[config.mk]
export PLATFORM = sky130hd
export DESIGN_NAME = remote_window_mapper
export DESIGN_NICKNAME = d
export VERILOG_FILES = /design/src/rtl/rwm_pkg.sv /design/src/rtl/rwm_decode.sv /design/src/rtl/rwm_desc_table.sv /design/src/rtl/rwm_xfer_ctl.sv /design/src/rtl/remote_window_mapper.sv
export SDC_FILE = /design/constraint.sdc
export NUM_CORES = 2
export LEC_CHECK = 0
export CORE_MARGIN = 3
export CORE_UTILIZATION = 67
export CTS_BUF_LIST = sky130_fd_sc_hd__clkbuf_4 sky130_fd_sc_hd__clkbuf_8
export CTS_CLUSTER_SIZE = 14
export DETAILED_ROUTE_END_ITERATION = 10
export DONT_BUFFER_PORTS = 1
export PLACE_DENSITY_LB_ADDON = 0.12
export SKIP_LAST_GASP = 1
export SLEW_MARGIN = 20
export SYNTH_ARGS = -nofsm -noshare
export SYNTH_HDL_FRONTEND = slang
export SYNTH_HIERARCHICAL = 1
export SYNTH_SLANG_ARGS = --single-unit
[constraint.sdc]
create_clock -name clk -period 5.8 [get_ports clk]
set_input_delay 1.16 -clock clk [delete_from_list [all_inputs] [get_ports clk]]
set_output_delay 1.16 -clock clk [all_outputs]
set_load 0.02 [all_outputs]
[src/rtl/rwm_pkg.sv]
`timescale 1ns/1ps
package rwm_pkg;
  localparam int ADDR_W    = 32;
  localparam int DATA_W    = 32;
  localparam int WIN_LOG2  = 20;
  localparam int HI_W      = ADDR_W - WIN_LOG2;
  localparam int SPACE_W   = 4;
  localparam int AM_W      = 6;
  localparam int STAT_W    = 12;
  localparam int SIZE_W    = 2;
  localparam int IACK_BIT  = 13;
  localparam int SPACE_LSB = 8;
  localparam int AM_LSB    = 0;

  typedef enum logic [SIZE_W-1:0] {
    SZ_BYTE = 2'd0,
    SZ_WORD = 2'd1,
    SZ_LONG = 2'd2,
    SZ_RSVD = 2'd3
  } size_e;

  // Stored form of a descriptor: only the defined fields
  typedef struct packed {
    logic [HI_W-1:0]    hi;
    logic               iack;
    logic [SPACE_W-1:0] space;
    logic [AM_W-1:0]    am;
  } desc_t;

  function automatic desc_t desc_from_word(input logic [DATA_W-1:0] w);
    desc_t d;
    d.hi    = w[ADDR_W-1:WIN_LOG2];
    d.iack  = w[IACK_BIT];
    d.space = w[SPACE_LSB +: SPACE_W];
    d.am    = w[AM_LSB +: AM_W];
    return d;
  endfunction

  function automatic logic [DATA_W-1:0] desc_to_word(input desc_t d);
    logic [DATA_W-1:0] w;
    w = '0;
    w[ADDR_W-1:WIN_LOG2]    = d.hi;
    w[IACK_BIT]             = d.iack;
    w[SPACE_LSB +: SPACE_W] = d.space;
    w[AM_LSB +: AM_W]       = d.am;
    return w;
  endfunction

  function automatic logic [ADDR_W-1:0] remote_addr(input desc_t d,
                                                    input logic [WIN_LOG2-1:0] low);
    return {d.hi, low};
  endfunction

  // Block-transfer modifiers: BLT/MBLT in the A32 and A24 groups, plus double-edge codes
  function automatic logic am_is_block(input logic [AM_W-1:0] am);
    logic grp;
    grp = (am[5:3] == 3'b001) || (am[5:3] == 3'b111);
    return (grp && ((am[1:0] == 2'b00) || (am[1:0] == 2'b11))) ||
           (am[5:1] == 5'b10000);
  endfunction
endpackage

[src/rtl/rwm_decode.sv]
`timescale 1ns/1ps
module rwm_decode
  import rwm_pkg::*;
#(
  parameter int NDESC    = 64,
  parameter int REG_BASE = 32'h0000_0400,
  parameter int WIN_BASE = 32'h0400_0000,
  localparam int IDX_W   = $clog2(NDESC)
) (
  input  logic [ADDR_W-1:0] addr,
  input  logic [SIZE_W-1:0] size,
  output logic              reg_hit,
  output logic              win_hit,
  output logic [IDX_W-1:0]  reg_idx,
  output logic [IDX_W-1:0]  win_idx,
  output logic              size_ok
);
  localparam int REG_LSB = IDX_W + 2;
  localparam int WIN_LSB = WIN_LOG2 + IDX_W;
  localparam logic [ADDR_W-1:0] REG_B = ADDR_W'(REG_BASE);
  localparam logic [ADDR_W-1:0] WIN_B = ADDR_W'(WIN_BASE);

  assign reg_hit = (addr[ADDR_W-1:REG_LSB] == REG_B[ADDR_W-1:REG_LSB]);
  assign win_hit = (addr[ADDR_W-1:WIN_LSB] == WIN_B[ADDR_W-1:WIN_LSB]);
  assign reg_idx = addr[2 +: IDX_W];
  assign win_idx = addr[WIN_LOG2 +: IDX_W];
  assign size_ok = (size != SZ_RSVD);

  always_comb begin
    assert (!(reg_hit && win_hit)) else $error("AST_AREAS_DISJOINT");
  end
endmodule

[src/rtl/rwm_desc_table.sv]
`timescale 1ns/1ps
module rwm_desc_table
  import rwm_pkg::*;
#(
  parameter int NDESC  = 64,
  localparam int IDX_W = $clog2(NDESC)
) (
  input  logic              clk,
  input  logic              rst_n,
  input  logic              we,
  input  logic [IDX_W-1:0]  wr_idx,
  input  logic [DATA_W-1:0] wr_word,
  input  logic [IDX_W-1:0]  rd_idx_a,
  output logic [DATA_W-1:0] rd_word_a,
  input  logic [IDX_W-1:0]  rd_idx_b,
  output desc_t             rd_desc_b
);
  desc_t ent [NDESC];
  desc_t wr_desc;

  assign wr_desc = desc_from_word(wr_word);

  for (genvar i = 0; i < NDESC; i++) begin : g_ent
    always_ff @(posedge clk) begin
      if (!rst_n)
        ent[i] <= '0;
      else if (we && (wr_idx == IDX_W'(i)))
        ent[i] <= wr_desc;
    end
  end

  assign rd_word_a = desc_to_word(ent[rd_idx_a]);
  assign rd_desc_b = ent[rd_idx_b];

  AST_WRITE_LANDS: assert property (@(posedge clk) disable iff (!rst_n)
    we |=> (ent[$past(wr_idx)] == $past(wr_desc)));
endmodule

[src/rtl/rwm_xfer_ctl.sv]
`timescale 1ns/1ps
module rwm_xfer_ctl
  import rwm_pkg::*;
(
  input  logic               clk,
  input  logic               rst_n,
  input  logic               loc_stb,
  input  logic               loc_we,
  input  logic [ADDR_W-1:0]  loc_addr,
  input  logic [SIZE_W-1:0]  loc_size,
  input  logic [DATA_W-1:0]  loc_wdata,
  input  logic               reg_hit,
  input  logic               win_hit,
  input  logic               size_ok,
  input  desc_t              win_desc,
  input  logic [DATA_W-1:0]  reg_word,
  output logic               tbl_we,
  output logic               loc_done,
  output logic               loc_berr,
  output logic [DATA_W-1:0]  loc_rdata,
  output logic               rq_valid,
  output logic               rq_we,
  output logic [ADDR_W-1:0]  rq_addr,
  output logic [SIZE_W-1:0]  rq_size,
  output logic [SPACE_W-1:0] rq_space,
  output logic               rq_iack,
  output logic [AM_W-1:0]    rq_am,
  output logic [DATA_W-1:0]  rq_wdata,
  input  logic               rs_valid,
  input  logic [STAT_W-1:0]  rs_status,
  input  logic [DATA_W-1:0]  rs_rdata
);
  typedef enum logic {ST_IDLE, ST_WAIT} st_e;
  st_e state;

  // Named events for the assertions
  logic idle, take, blk_am, ev_reg, ev_win, ev_rej, ev_rej_am, ev_fin, rs_bad;

  assign idle      = (state == ST_IDLE);
  assign take      = idle && loc_stb;
  assign blk_am    = am_is_block(win_desc.am);
  assign ev_reg    = take && reg_hit && size_ok;
  assign ev_win    = take && win_hit && size_ok && !blk_am;
  assign ev_rej    = take && !ev_reg && !ev_win;
  assign ev_rej_am = take && win_hit && size_ok && blk_am;
  assign ev_fin    = !idle && rs_valid;
  assign rs_bad    = (rs_status != '0);
  assign tbl_we    = ev_reg && loc_we;

  always_ff @(posedge clk) begin
    if (!rst_n) begin
      state     <= ST_IDLE;
      loc_done  <= 1'b0;
      loc_berr  <= 1'b0;
      loc_rdata <= '0;
      rq_valid  <= 1'b0;
      rq_we     <= 1'b0;
      rq_addr   <= '0;
      rq_size   <= '0;
      rq_space  <= '0;
      rq_iack   <= 1'b0;
      rq_am     <= '0;
      rq_wdata  <= '0;
    end else begin
      loc_done <= 1'b0;
      loc_berr <= 1'b0;
      if (ev_reg) begin
        loc_done  <= 1'b1;
        loc_rdata <= loc_we ? '0 : reg_word;
      end
      if (ev_rej) begin
        loc_done  <= 1'b1;
        loc_berr  <= 1'b1;
        loc_rdata <= '0;
      end
      if (ev_win) begin
        state    <= ST_WAIT;
        rq_valid <= 1'b1;
        rq_we    <= loc_we;
        rq_addr  <= remote_addr(win_desc, loc_addr[WIN_LOG2-1:0]);
        rq_size  <= loc_size;
        rq_space <= win_desc.space;
        rq_iack  <= win_desc.iack;
        rq_am    <= win_desc.am;
        rq_wdata <= loc_wdata;
      end
      if (ev_fin) begin
        state     <= ST_IDLE;
        rq_valid  <= 1'b0;
        loc_done  <= 1'b1;
        loc_berr  <= rs_bad;
        loc_rdata <= rq_we ? '0 : rs_rdata;
      end
    end
  end

  AST_VALID_MATCHES_STATE: assert property (@(posedge clk) disable iff (!rst_n)
    rq_valid == !idle);
  AST_REQ_HELD: assert property (@(posedge clk) disable iff (!rst_n)
    (rq_valid && !rs_valid) |=> (rq_valid && $stable(rq_addr) && $stable(rq_am)
                                 && $stable(rq_space) && $stable(rq_wdata)));
  AST_REQ_RETIRES: assert property (@(posedge clk) disable iff (!rst_n)
    (rq_valid && rs_valid) |=> (!rq_valid && loc_done));
  AST_STATUS_TO_BERR: assert property (@(posedge clk) disable iff (!rst_n)
    (rq_valid && rs_valid && rs_status != '0) |=> loc_berr);
  AST_BERR_WITH_DONE: assert property (@(posedge clk) disable iff (!rst_n)
    loc_berr |-> loc_done);
  AST_BLOCK_AM_NO_REQ: assert property (@(posedge clk) disable iff (!rst_n)
    ev_rej_am |=> (!rq_valid && loc_done && loc_berr));
  AST_LOW_BITS_PASS: assert property (@(posedge clk) disable iff (!rst_n)
    $rose(rq_valid) |-> (rq_addr[WIN_LOG2-1:0] == $past(loc_addr[WIN_LOG2-1:0])));
  AST_NO_WRITE_BUSY: assert property (@(posedge clk) disable iff (!rst_n)
    rq_valid |-> !tbl_we);
endmodule

[src/rtl/remote_window_mapper.sv]
`timescale 1ns/1ps
module remote_window_mapper
  import rwm_pkg::*;
#(
  parameter int NDESC    = 64,
  parameter int REG_BASE = 32'h0000_0400,
  parameter int WIN_BASE = 32'h0400_0000
) (
  input  logic        clk,
  input  logic        rst_n,
  input  logic        loc_stb,
  input  logic        loc_we,
  input  logic [31:0] loc_addr,
  input  logic [1:0]  loc_size,
  input  logic [31:0] loc_wdata,
  output logic        loc_done,
  output logic        loc_berr,
  output logic [31:0] loc_rdata,
  output logic        rq_valid,
  output logic        rq_we,
  output logic [31:0] rq_addr,
  output logic [1:0]  rq_size,
  output logic [3:0]  rq_space,
  output logic        rq_iack,
  output logic [5:0]  rq_am,
  output logic [31:0] rq_wdata,
  input  logic        rs_valid,
  input  logic [11:0] rs_status,
  input  logic [31:0] rs_rdata
);
  localparam int IDX_W = $clog2(NDESC);

  logic              reg_hit, win_hit, size_ok, tbl_we;
  logic [IDX_W-1:0]  reg_idx, win_idx;
  logic [DATA_W-1:0] reg_word;
  desc_t             win_desc;

  rwm_decode #(.NDESC(NDESC), .REG_BASE(REG_BASE), .WIN_BASE(WIN_BASE)) u_dec (
    .addr(loc_addr), .size(loc_size),
    .reg_hit(reg_hit), .win_hit(win_hit),
    .reg_idx(reg_idx), .win_idx(win_idx), .size_ok(size_ok)
  );

  rwm_desc_table #(.NDESC(NDESC)) u_tbl (
    .clk(clk), .rst_n(rst_n),
    .we(tbl_we), .wr_idx(reg_idx), .wr_word(loc_wdata),
    .rd_idx_a(reg_idx), .rd_word_a(reg_word),
    .rd_idx_b(win_idx), .rd_desc_b(win_desc)
  );

  rwm_xfer_ctl u_ctl (
    .clk(clk), .rst_n(rst_n),
    .loc_stb(loc_stb), .loc_we(loc_we), .loc_addr(loc_addr),
    .loc_size(loc_size), .loc_wdata(loc_wdata),
    .reg_hit(reg_hit), .win_hit(win_hit), .size_ok(size_ok),
    .win_desc(win_desc), .reg_word(reg_word), .tbl_we(tbl_we),
    .loc_done(loc_done), .loc_berr(loc_berr), .loc_rdata(loc_rdata),
    .rq_valid(rq_valid), .rq_we(rq_we), .rq_addr(rq_addr), .rq_size(rq_size),
    .rq_space(rq_space), .rq_iack(rq_iack), .rq_am(rq_am), .rq_wdata(rq_wdata),
    .rs_valid(rs_valid), .rs_status(rs_status), .rs_rdata(rs_rdata)
  );

  AST_QUIET_AFTER_RESET: assert property (@(posedge clk)
    $rose(rst_n) |-> (!loc_done && !rq_valid));
endmodule

==> out/results.txt <==
Final TNS setup -> 0 ns
Starting density of the core -> 67.7%
Remaining Overflow, GRT -> 0
Crit path time final -> 4.65 ns
Clk_lat worst skew -> 1.03 ns
CP startpoint -> loc_addr[22]
Root Buffer -> clkbuf_8
Vias -> 56200
Leading register cell type out of synthesis -> edfxtp_1
Avg Inst Size Synth -> 14.3 um^2
Number of post-CTS setup repair buffers -> 0
First-pass GRT wire length -> 395000 um
Part of the Yosys area used for sequential elements -> 55.3%
Vias/cell -> 7.43
Die H -> 360 um
Layout filler cell count -> 7896
Skew final -> 0.0904 ns
Crit share post-route -> 80.2%
Antenna violations before repair -> 47
Post-CTS Resized -> 0
Final Non-Filler Cells -> 7560
Drt initial violations -> 9395
Sink Count -> 1585
Max Buffers Root-to-Sink -> 4
Yosys warnings -> 6
Post-synth cell types -> 64
# setup viols final -> 0
IO buf count -> 0
Slew at the pin closest to its max-slew limit -> 2.20 ns
# Max-Cap Violations -> 0
H-tree depth -> 5
Relative slew slack -> -46.4%
Row cnt -> 129
Synthesized cell area -> 0.0840 mm^2
Number of remaining DRC errors -> 0
Asr flop ratio synth -> 0%
Hold_buf cts -> 0
Average wire per standard cell -> 37.2 um
Status -> complete, but fails checks
Static Leak -> 31.3 nW
Layout net count -> 5820
Worst Hold Launch -> loc_addr[9]
Global-route usage over all layers -> 43.3%
Share of layout cells above drive strength 1 -> 23.4%
CP Data Arrival Time -> 5.58 ns
Critical path required time -> 6.73 ns
Core Footprint -> 0.124 mm^2
Crit path launch type -> primary input
Hold Violations, Final -> 0
Num CTS Buffers -> 278
Max VDD drop -> 0.000265 V
WL final -> 281000 um
Tightest Hold Check Type -> primary input to register
IO Pins -> 228
Failing checks -> max-slew violations
Placed Cells -> 7062
CTS tree -> yes
Reg2reg start -> u_tbl/ent[8][4]
Final ANT Viol Nets -> 0
Clock transition at the registers of the reported paths -> 0.06 ns
Fmax -> 215 MHz
Crit path kind -> primary input to register
Die width -> 360 um
Routability cong. -> 0.933
Post-synth EDFFs -> 1472
Synthesis-to-layout area growth -> 7.15%
PwrDens -> 286 mW/mm^2
Area contributors post-synth -> edfxtp_1 (53%), mux4_2 (17%), and2_1 (11%)
FF+latch count, synth -> 1585
RSZ-0062 raised after global routing -> no
Largest net degree at the start of global routing -> 374
Post-synth top area cell -> edfxtp_1
Share of the synthesized area in the top cell type -> 52.6%
Total count of max-transition violations in the final report -> 176
Crit-path max FO -> 288
Vias in the first global route -> 54800
Dpl hpwl -> 157000 um
1st-pass router iterations -> 6
Die area -> 0.130 mm^2
Syn Inst Count -> 5888
Worst Setup End Kind -> register
[power by group]
group	switching, mW	internal [mW]
combinational	1.26	1.13
clock	4.59	5.41
sequential	0.319	13.0
total	6.17	19.6
[per-layer routing]
| layer | routed length (um) | global-route usage (%) |
|---|---|---|
| met5 | 135 | 1.63 |
| met4 | 21900 | 28.6 |
| met3 | 48700 | 18.6 |
| met2 | 121000 | 61.8 |
| met1 | 89500 | 54.1 |
[flip-flops by register name, indices dropped and copies added (netlist names)]
| register | flops |
|---|---|
| u_ctl/rq_am | 6 |
| u_ctl/loc_berr | 1 |
| u_ctl/loc_done | 1 |
| u_ctl/rq_we | 1 |
| u_ctl/rq_addr | 32 |
| u_ctl/loc_rdata | 32 |
| u_ctl/rq_wdata | 32 |
| u_ctl/rq_size | 2 |
| u_tbl/ent | 1472 |
| u_ctl/rq_iack | 1 |
| u_ctl/rq_space | 4 |
| u_ctl/state | 1 |
[cell usage after synthesis, types with 30 or more instances]
cell      count
o22ai_1      30
mux2_2       35
nand2b_1     42
nand2_1     270
mux4_2      647
buf_6        30
dfxtp_1     113
edfxtp_1   1472
nand3_1      57
and2_1     1483
nor2_1       68
a22oi_1     214
o211ai_1     85
buf_4        58
o21ai_0     114
buf_1        40
mux2i_1     282
o211a_1      32
buf_2       107
a21boi_1     76
clkbuf_1    406
[kinds of logic after synthesis]
kind of cell | share of synthesized area [%]
multiplexers | 21.2
XOR/XNOR | 0.0209
buffers and inverters | 3.74
AND/OR/NAND/NOR | 14.0
AO/OA/AOI/OAI | 5.68
other | 0.00447
flip-flops | 55.3
[critical path: stages]
cell	delay (ns)
nand2b_1	0.92
o22ai_1	0.19
or3_1	0.45
o21ai_1	0.61
nor4_2	0.18
a211oi_4	0.41
and2_4	0.78
nand2_1	0.16
a21boi_1	0.17
[final cells by class]
type                       count  area, um^2  area share (%)
antenna                       31        77.6          0.0862
clock buffer                 379        4680            5.21
clock inverter                88         498           0.554
inverter                       4        15.0          0.0167
multi-input combinational   3654       34700            38.6
sequential                  1585       46500            51.6
tap                         1637        2050            2.28
timing repair buffer         182        1450            1.62
[cell usage in the layout (no fill, tap or decap), types with 23 or more instances in the layout]
cell type,instances
mux2i_1,282
clkbuf_4,85
clkbuf_8,294
edfxtp_1,1472
o21ai_0,50
nand3_1,57
a22oi_1,214
and4_1,23
o211ai_1,85
nor2_1,63
nand2_1,270
mux2_2,35
dfxtp_1,113
and2_1,1481
nand2b_1,42
o22ai_1,30
a21boi_1,76
buf_4,175
o211a_1,32
clkinv_1,59
mux4_2,647
o21ai_2,64
diode_2,31
[path summary, 6_finish.rpt]
path | depth (start not counted) | slack, ns | endpoint
hold reg to reg | 2 | 0.55 | u_ctl/rq_wdata[28]
hold / removal | 2 | 0.26 | u_ctl/rq_addr[9]
setup / recovery | 9 | 1.15 | u_ctl/rq_addr[29]
setup reg to reg | 10 | 1.94 | u_ctl/rq_wdata[5]
[metrics by stage]
stage | cell area, um^2 | util [%] | power, mW | worst slack, ns | hold slack [ns]
finish | 90000 | 72.5 | 25.7 | 1.15 | 0.259
floorplan | 84000 | - | 15.3 | 0.522 | 0.531
global route | 89900 | 72.5 | 26.3 | 1.46 | 0.245
global placement | 84700 | 68.2 | 15.7 | 0.857 | 0.542
detailed placement | 84700 | 68.2 | 15.8 | 0.694 | 0.548
CTS | 89900 | 72.4 | 25.6 | 1.76 | 0.195
Note: power is estimated with default switching activity, not from simulation.
